File: src/rtl/shift_pkg.sv
package shift_pkg;

  localparam logic [5:0] FN_SLL  = 6'h00;
  localparam logic [5:0] FN_SRL  = 6'h02;
  localparam logic [5:0] FN_SRA  = 6'h03;
  localparam logic [5:0] FN_SLLV = 6'h04;
  localparam logic [5:0] FN_SRLV = 6'h06;
  localparam logic [5:0] FN_SRAV = 6'h07;

  localparam logic [4:0] SA_SSNOP = 5'd1;
  localparam logic [4:0] SA_EHB   = 5'd3;

  typedef struct packed {
    logic useReg;
    logic goLeft;
    logic arith;
    logic rotate;
    logic write;
  } shiftStrobes_t;

endpackage

File: src/rtl/shift_ctrl.sv
module shift_ctrl
  import shift_pkg::*;
#(
  parameter int FUNCT_W = 6,
  parameter int REG_W   = 5
) (
  input  logic [FUNCT_W-1:0] funct,
  input  logic [REG_W-1:0]   shamt,
  input  logic [REG_W-1:0]   rsField,
  input  logic [REG_W-1:0]   rtField,
  input  logic [REG_W-1:0]   rdField,
  output shiftStrobes_t      strobes,
  output logic               isNop,
  output logic               isSsnop,
  output logic               isEhb
);

  logic fieldsZero;
  assign fieldsZero = (rsField == '0) && (rtField == '0) && (rdField == '0);

  always_comb begin
    strobes = '0;
    isNop   = 1'b0;
    isSsnop = 1'b0;
    isEhb   = 1'b0;
    case (funct)
      FN_SLL: begin
        if (fieldsZero) begin
          isSsnop = (shamt == SA_SSNOP);
          isEhb   = (shamt == SA_EHB);
          isNop   = !(shamt == SA_SSNOP) && !(shamt == SA_EHB);
        end else begin
          strobes.goLeft = 1'b1;
          strobes.write  = 1'b1;
        end
      end
      FN_SRL: begin
        strobes.rotate = rsField[0];
        strobes.write  = 1'b1;
      end
      FN_SRA: begin
        strobes.arith = 1'b1;
        strobes.write = 1'b1;
      end
      FN_SLLV: begin
        strobes.useReg = 1'b1;
        strobes.goLeft = 1'b1;
        strobes.write  = 1'b1;
      end
      FN_SRLV: begin
        strobes.useReg = 1'b1;
        strobes.rotate = shamt[0];
        strobes.write  = 1'b1;
      end
      FN_SRAV: begin
        strobes.useReg = 1'b1;
        strobes.arith  = 1'b1;
        strobes.write  = 1'b1;
      end
      default: strobes = '0;
    endcase
  end

endmodule

File: src/rtl/shift_datapath.sv
module shift_datapath
  import shift_pkg::*;
#(
  parameter int DATA_W = 32,
  localparam int AMT_W = $clog2(DATA_W)
) (
  input  shiftStrobes_t     strobes,
  input  logic [AMT_W-1:0]  shamt,
  input  logic [AMT_W-1:0]  regAmt,
  input  logic [DATA_W-1:0] rtVal,
  output logic [DATA_W-1:0] result
);

  logic [AMT_W-1:0]  amt;
  logic [DATA_W-1:0] srcOrdered;
  logic [DATA_W-1:0] outOrdered;
  logic              fillBit;
  logic [DATA_W-1:0] stage [0:AMT_W];

  assign amt     = strobes.useReg ? regAmt : shamt;
  assign fillBit = strobes.arith & rtVal[DATA_W-1];

  // left shifts reuse the right-shift network on a bit-reversed operand
  for (genvar b = 0; b < DATA_W; b++) begin : g_rev
    assign srcOrdered[b] = strobes.goLeft ? rtVal[DATA_W-1-b] : rtVal[b];
    assign result[b]     = strobes.write ?
                           (strobes.goLeft ? outOrdered[DATA_W-1-b] : outOrdered[b]) : 1'b0;
  end

  assign stage[0] = srcOrdered;

  for (genvar k = 0; k < AMT_W; k++) begin : g_stage
    localparam int STEP = 1 << k;
    logic [STEP-1:0] fill;
    assign fill = strobes.rotate ? stage[k][STEP-1:0] : {STEP{fillBit}};
    assign stage[k+1] = amt[k] ? {fill, stage[k][DATA_W-1:STEP]} : stage[k];
  end

  assign outOrdered = stage[AMT_W];

endmodule

File: src/rtl/shift_rotate_unit.sv
module shift_rotate_unit
  import shift_pkg::*;
#(
  parameter int DATA_W  = 32,
  parameter int FUNCT_W = 6,
  parameter int REG_W   = 5,
  localparam int AMT_W  = $clog2(DATA_W)
) (
  input  logic [FUNCT_W-1:0] funct,
  input  logic [REG_W-1:0]   shamt,
  input  logic [REG_W-1:0]   rsField,
  input  logic [REG_W-1:0]   rtField,
  input  logic [REG_W-1:0]   rdField,
  input  logic [DATA_W-1:0]  rsVal,
  input  logic [DATA_W-1:0]  rtVal,
  output logic [DATA_W-1:0]  result,
  output logic               writeEn,
  output logic               isNop,
  output logic               isSsnop,
  output logic               isEhb
);

  shiftStrobes_t strobes;
  logic          unusedRsHi;

  // only the low count bits of the register operand matter
  assign unusedRsHi = ^rsVal[DATA_W-1:AMT_W];

  shift_ctrl #(.FUNCT_W(FUNCT_W), .REG_W(REG_W)) i_ctrl (
    .funct   (funct),
    .shamt   (shamt),
    .rsField (rsField),
    .rtField (rtField),
    .rdField (rdField),
    .strobes (strobes),
    .isNop   (isNop),
    .isSsnop (isSsnop),
    .isEhb   (isEhb)
  );

  shift_datapath #(.DATA_W(DATA_W)) i_dp (
    .strobes (strobes),
    .shamt   (shamt[AMT_W-1:0]),
    .regAmt  (rsVal[AMT_W-1:0]),
    .rtVal   (rtVal),
    .result  (result)
  );

  assign writeEn = strobes.write;

endmodule

File: config.mk
export PLATFORM = sky130hd
export DESIGN_NAME = shift_rotate_unit
export DESIGN_NICKNAME = d
export VERILOG_FILES = /design/src/rtl/shift_pkg.sv /design/src/rtl/shift_ctrl.sv /design/src/rtl/shift_datapath.sv /design/src/rtl/shift_rotate_unit.sv
export SDC_FILE = /design/constraint.sdc
export NUM_CORES = 1
export LEC_CHECK = 0
export ABC_AREA = 0
export BUFFER_PORTS_ARGS = -buffer_cell sky130_fd_sc_hd__buf_4
export CORE_MARGIN = 2
export CORE_UTILIZATION = 30
export DETAILED_ROUTE_END_ITERATION = 8
export MAX_ROUTING_LAYER = met4
export SLEW_MARGIN = 20
export SYNTH_ARGS = -nofsm -noshare
export SYNTH_HDL_FRONTEND = slang
export SYNTH_SLANG_ARGS = --single-unit
File: constraint.sdc
create_clock -name vclk -period 3.5
set_input_delay 0 -clock vclk [all_inputs]
set_output_delay 0 -clock vclk [all_outputs]
set_load 0.01 [all_outputs]
==> flow_summary_export.csv, run 1 <==
group,metric,value,unit
run_status,status,"completed",
yosys,syn_area_per_cell,6.46,um2
global_route,grt_pass1_vias,5843,
finish,utilization,40.1,%
floorplanning,die_x,123,um
detailed_routing,routedWlPerCell,22.7,um
global_route,overflow,0,
yosys,netlist_instances,657,
yosys,syn_nets,747,
worst_setup_path,critPathLaunchType,"input port",
finish,clock_buffers,0,
worst_setup_path,end_kind,"output port",
yosys,netlist_area,4240,um2
worst_setup_path,cp_top_family,"compound AO/OA/AOI/OAI gates",
yosys,synth_cell_types,73,
worst_setup_path,crit_chain,"buf_4, or3_4, buf_4, o31a_1, nor2_4, buf_4, nor2_1, a22o_1, o32ai_1, a211o_1, a221oi_2, o221ai_1, buf_4",
power,finalPower,0.821,mW
worst_setup_path,slowest_delay,0.47,ns
worst_setup_path,slowest_stage,"o32ai_1",
sta,rsz0062_at_grt,"false",
sta,relSlewSlack,28.7,%
power,ir_worst_vdd,0.0412,mV
worst_setup_path,cp_max_fo,14,
sta,setup-violations-final,0,
detailed_routing,firstDrtPassIters,6,
job,maxCapViolCount,0,
floorplanning,die_h,123,um
finish,seq_area,0,um2
worst_setup_path,cp_num_buf_inv,4,
finish,seq_cells,0,
worst_setup_path,cp_common_cell,"buf_4",
detailed_routing,drt-initial-drc-count,1044,
finish,syn_to_final_growth,30.8,%
placement,io_buffers,99,
sta,fin_crit,3.33,ns
sta,finalHoldViolCount,0,
floorplanning,ioPinCount,126,
worst_setup_path,crit_arrival,3.33,ns
sta,slew_viol_final,0,
detailed_routing,wirelength,21.4,mm
detailed_routing,drc,0,
placement,gp_congestion,1.01,
finish,drive_above_1_share,27.1,%
worst_setup_path,crit_type,"in -> out",
detailed_routing,dr_total_vias,6430,
detailed_routing,avgViaCountPerCell,6.81,
finish,final_common_cell,"buf_4",
floorplanning,die_area,15100,um2
detailed_routing,final_antenna_net_count,0,
power,power-per-cell-area,148,nW/um2
global_route,grt_max_degree,42,
cts,holdBufCountCts,0,
finish,fin_nets,856,
floorplanning,initial_utilization,30.7,%
worst_setup_path,worstPathRequired,3.50,ns
global_route,antenna_found_initial,0,
sta,timing.final.crit_share,95.2,%
sta,tightest_slew,1.07,ns
sta,fin_tns_setup,0,ns
sta,fmax,300,MHz
power,p_leak,2.09,nW
floorplanning,rows,43,
yosys,ys_seq_area_share,0,%
global_route,grt_use_total,28.0,%
yosys,ys_warn_count,0,
finish,antenna-diode-count,0,
hold_path,hp-class,"in -> out",
global_route,grt_first_pass_wirelength,32.6,mm
placement,dp_hpwl,16.9,mm
floorplanning,coreArea,13800,um2
finish,layout.cells.most_common_list,"166 x buf_4, 53 x nor2_1, 50 x nand2_1",
-- timing repair --
action | 4_1_cts | 5_1_grt
setup buffers | 0 | 5
setup endpoints to repair | 0 | 9
gates resized for setup | 0 | 2
-- final timing paths --
kind,startpoint,end,slack [ns],depth (start not counted)
setup / recovery,funct[3],result[23],0.17,13
hold / removal,shamt[1],isSsnop,0.28,3
-- stage by stage --
step	hold slack, ns	instances	setup slack, ns	instance area (um2)
floorplan	0.0475	657	0.945	4240
global placement	0.287	939	0.213	5490
detailed placement	0.286	939	0.141	5490
CTS	0.286	939	0.136	5490
global route	0.303	944	0.0298	5550
finish	0.282	944	0.168	5550
-- synthesized netlist by cell type, drive strengths merged (3+ instances only) --
| cell type | instances | area [um2] |
|---|---|---|
| or3 | 5 | 36.3 |
| nor2 | 56 | 223 |
| o21ai | 49 | 245 |
| inv | 20 | 75.1 |
| a22o | 6 | 52.6 |
| mux2 | 10 | 113 |
| clkbuf | 34 | 128 |
| o31ai | 17 | 160 |
| and2 | 4 | 25.0 |
| a211o | 4 | 35.0 |
| a32o | 6 | 60.1 |
| o211ai | 10 | 75.1 |
| or4 | 3 | 22.5 |
| a32oi | 6 | 52.6 |
| nand3 | 21 | 110 |
| a22oi | 17 | 128 |
| a21oi | 44 | 220 |
| a31oi | 5 | 37.5 |
| nor4 | 11 | 68.8 |
| a21o | 5 | 37.5 |
| a311o | 3 | 30.0 |
| a211oi | 20 | 150 |
| o311ai | 14 | 123 |
| nor3 | 34 | 198 |
| o22a | 3 | 26.3 |
| buf | 30 | 165 |
| nand4 | 5 | 31.3 |
| o32ai | 25 | 249 |
| mux2i | 28 | 280 |
| nand2 | 51 | 194 |
| and3 | 10 | 62.6 |
| a21boi | 11 | 82.6 |
| a221oi | 6 | 65.1 |
| o22ai | 29 | 188 |
| o221ai | 28 | 245 |
-- metal layers --
metal  track usage [%]  up-vias  routed length (um)
met5                 -        -                   0
met4              7.40        0                 629
met3              2.77       52                1960
met2              44.4      423                9850
met1              38.1     3025                8990
li1                  -     2930                   -
-- power breakdown --
part | switching (mW) | internal, mW
logic | 0.494 | 0.327
registers | 0 | 0
clock network | 0 | 0
total | 0.494 | 0.327
-- area by class of cell --
cell class,instances,area (um2)
timing repair buffer,171,1350
multi-input combinational,573,3900
fill,1507,8280
tap,180,225
inverter,20,75.1
-- logic make-up (layout without fill, tap and decap cells) --
kind of cell	Yosys count	after routing	synth area share (%)
and+or+nand+nor	210	210	24.8
muxes	39	39	9.79
AOI/OAI and AO/OA	323	323	56.5
xor gates and xnor gates	1	1	0.206
buffers and inverters	84	191	8.67
No activity file was read; power rests on OpenSTA's default activity.
==> run 2: changes to the inputs <==
--- a/config.mk
+++ b/config.mk
@@ -7,10 +7,10 @@
 export LEC_CHECK = 0
 export ABC_AREA = 0
 export BUFFER_PORTS_ARGS = -buffer_cell sky130_fd_sc_hd__buf_4
-export CORE_MARGIN = 2
 export CORE_UTILIZATION = 30
 export DETAILED_ROUTE_END_ITERATION = 8
 export MAX_ROUTING_LAYER = met4
+export SETUP_SLACK_MARGIN = 0.5
 export SLEW_MARGIN = 20
 export SYNTH_ARGS = -nofsm -noshare
 export SYNTH_HDL_FRONTEND = slang
==> flow_summary_export.csv, run 2 (same netlist as run 1, synthesis figures left out) <==
group,metric,value,unit
detailed_routing,wirelength,21.8,mm
sta,finalHoldViolCount,0,
floorplanning,die_area,14600,um2
placement,io_buffers,99,
detailed_routing,avgViaCountPerCell,6.89,
power,p_leak,2.29,nW
global_route,antenna_found_initial,0,
finish,syn_to_final_growth,45.6,%
power,ir_worst_vdd,0.0407,mV
detailed_routing,dr_total_vias,6645,
floorplanning,rows,43,
global_route,grt_first_pass_wirelength,32.4,mm
sta,relSlewSlack,21.4,%
hold_path,min_to,"isSsnop",
detailed_routing,final_antenna_net_count,0,
worst_setup_path,cp_num_buf_inv,5,
worst_setup_path,slowest_stage,"or4_4",
sta,setup-violations-final,0,
worst_setup_path,critPathLaunchType,"input port",
finish,stdcell_area,6180,um2
hold_path,hp-class,"in -> out",
finish,seq_cells,0,
worst_setup_path,crit_type,"in -> out",
finish,antenna-diode-count,0,
global_route,overflow,0,
sta,fin_crit,3.05,ns
finish,clock_buffers,0,
worst_setup_path,cp_common_cell,"buf_4",
finish,final_common_cell,"buf_4",
worst_setup_path,cp_max_fo,8,
floorplanning,die_h,121,um
worst_setup_path,worstPathRequired,3.50,ns
power,power-per-cell-area,152,nW/um2
placement,dp_hpwl,16.4,mm
worst_setup_path,crit_chain,"buf_8, or3_4, o31ai_4, buf_6, buf_4, buf_4, a21oi_1, o31ai_1, o22a_1, nor2_1, or4_4, a21oi_4, a22oi_1, buf_4",
floorplanning,initial_utilization,30.7,%
floorplanning,die_x,121,um
worst_setup_path,cp_top_family,"compound AO/OA/AOI/OAI gates",
sta,tightest_slew,1.18,ns
hold_path,min_from,"shamt[1]",
detailed_routing,drc,0,
finish,fin_nets,876,
worst_setup_path,slowest_delay,0.58,ns
sta,fmax,328,MHz
sta,setup_slack,0.451,ns
placement,placed_area,5480,um2
placement,gp_congestion,1.02,
global_route,grt_use_total,28.6,%
detailed_routing,firstDrtPassIters,8,
floorplanning,coreArea,13800,um2
power,finalPower,0.936,mW
sta,timing.final.crit_share,87.1,%
finish,seq_area,0,um2
sta,fin_tns_setup,0,ns
detailed_routing,routedWlPerCell,22.6,um
global_route,grt_max_degree,47,
placement,place_worst_setup_slack,0.195,ns
worst_setup_path,end_kind,"output port",
job,maxCapViolCount,0,
run_status,status,"completed",
floorplanning,ioPinCount,126,
sta,rsz0062_at_grt,"true",
sta,slew_viol_final,0,
finish,drive_above_1_share,37.2,%
hold_path,whs_path_depth,3,
finish,layout.cells.most_common_list,"173 x buf_4, 48 x nor2_1, 48 x nand2_1",
detailed_routing,drt-initial-drc-count,1221,
global_route,grt_pass1_vias,5937,
worst_setup_path,crit_arrival,3.05,ns
## run 2: changes by cell type in the layout (fill, tap and decap cells not counted), moves of 7 or more
cell / change
a21oi_1: -9
a21oi_2: +7
buf_4: +7
buf_6: +8
o32ai_1: -8
## run 2: metrics by stage
stage / util [%] / hold WS, ns / std cells
floorplan: - / 0.0475 / 657
global placement: 39.7 / 0.283 / 940
detailed placement: 39.7 / 0.281 / 940
CTS: 41.7 / 0.282 / 953
global route: 44.7 / 0.305 / 964
finish: 44.7 / 0.282 / 964
## run 2: worst max-delay path by stage
stage	endpoint	start	slack (ns)	cells past startpoint
final	result[27]	funct[3]	0.45	14
after global routing	result[19]	funct[3]	0.38	15
after CTS	result[26]	funct[4]	0.47	12
after detailed placement	result[27]	funct[3]	0.20	12
after global placement	result[27]	funct[3]	0.19	12
after floorplan	result[12]	funct[3]	0.94	10
## run 2: worst min-delay path, cell delays in order
cell and delay, ns:
buf_4 0.11, nor2_1 0.04, buf_4 0.13
## run 2: power breakdown
group | switching, mW | internal, mW | total, mW
logic | 0.540 | 0.395 | 0.936
registers | 0 | 0 | 0
clock network | 0 | 0 | 0
## run 2: layout make-up
type / instances / area [um2]
Fill cell: 1423 / 7650
Inverter: 20 / 75.1
Multi-Input combinational cell: 574 / 4300
Timing Repair Buffer: 190 / 1570
Tap cell: 180 / 225
## run 2: metal layers
layer,part of all wire (%),routed length [um],global-route usage (%)
met3,10,2260,3.29
met2,45,9810,44.9
met5,0,0,-
met1,40,8750,38.2
met4,4.5,990,9.41
## run 2: what timing repair did
action / 4_1_cts / 5_1_grt
setup endpoints to repair: 31 / 32
gates cloned: 1 / 2
hold buffers: 0 / 0
resized for setup: 31 / 76
setup buffers: 12 / 9
pin swaps: 7 / 23
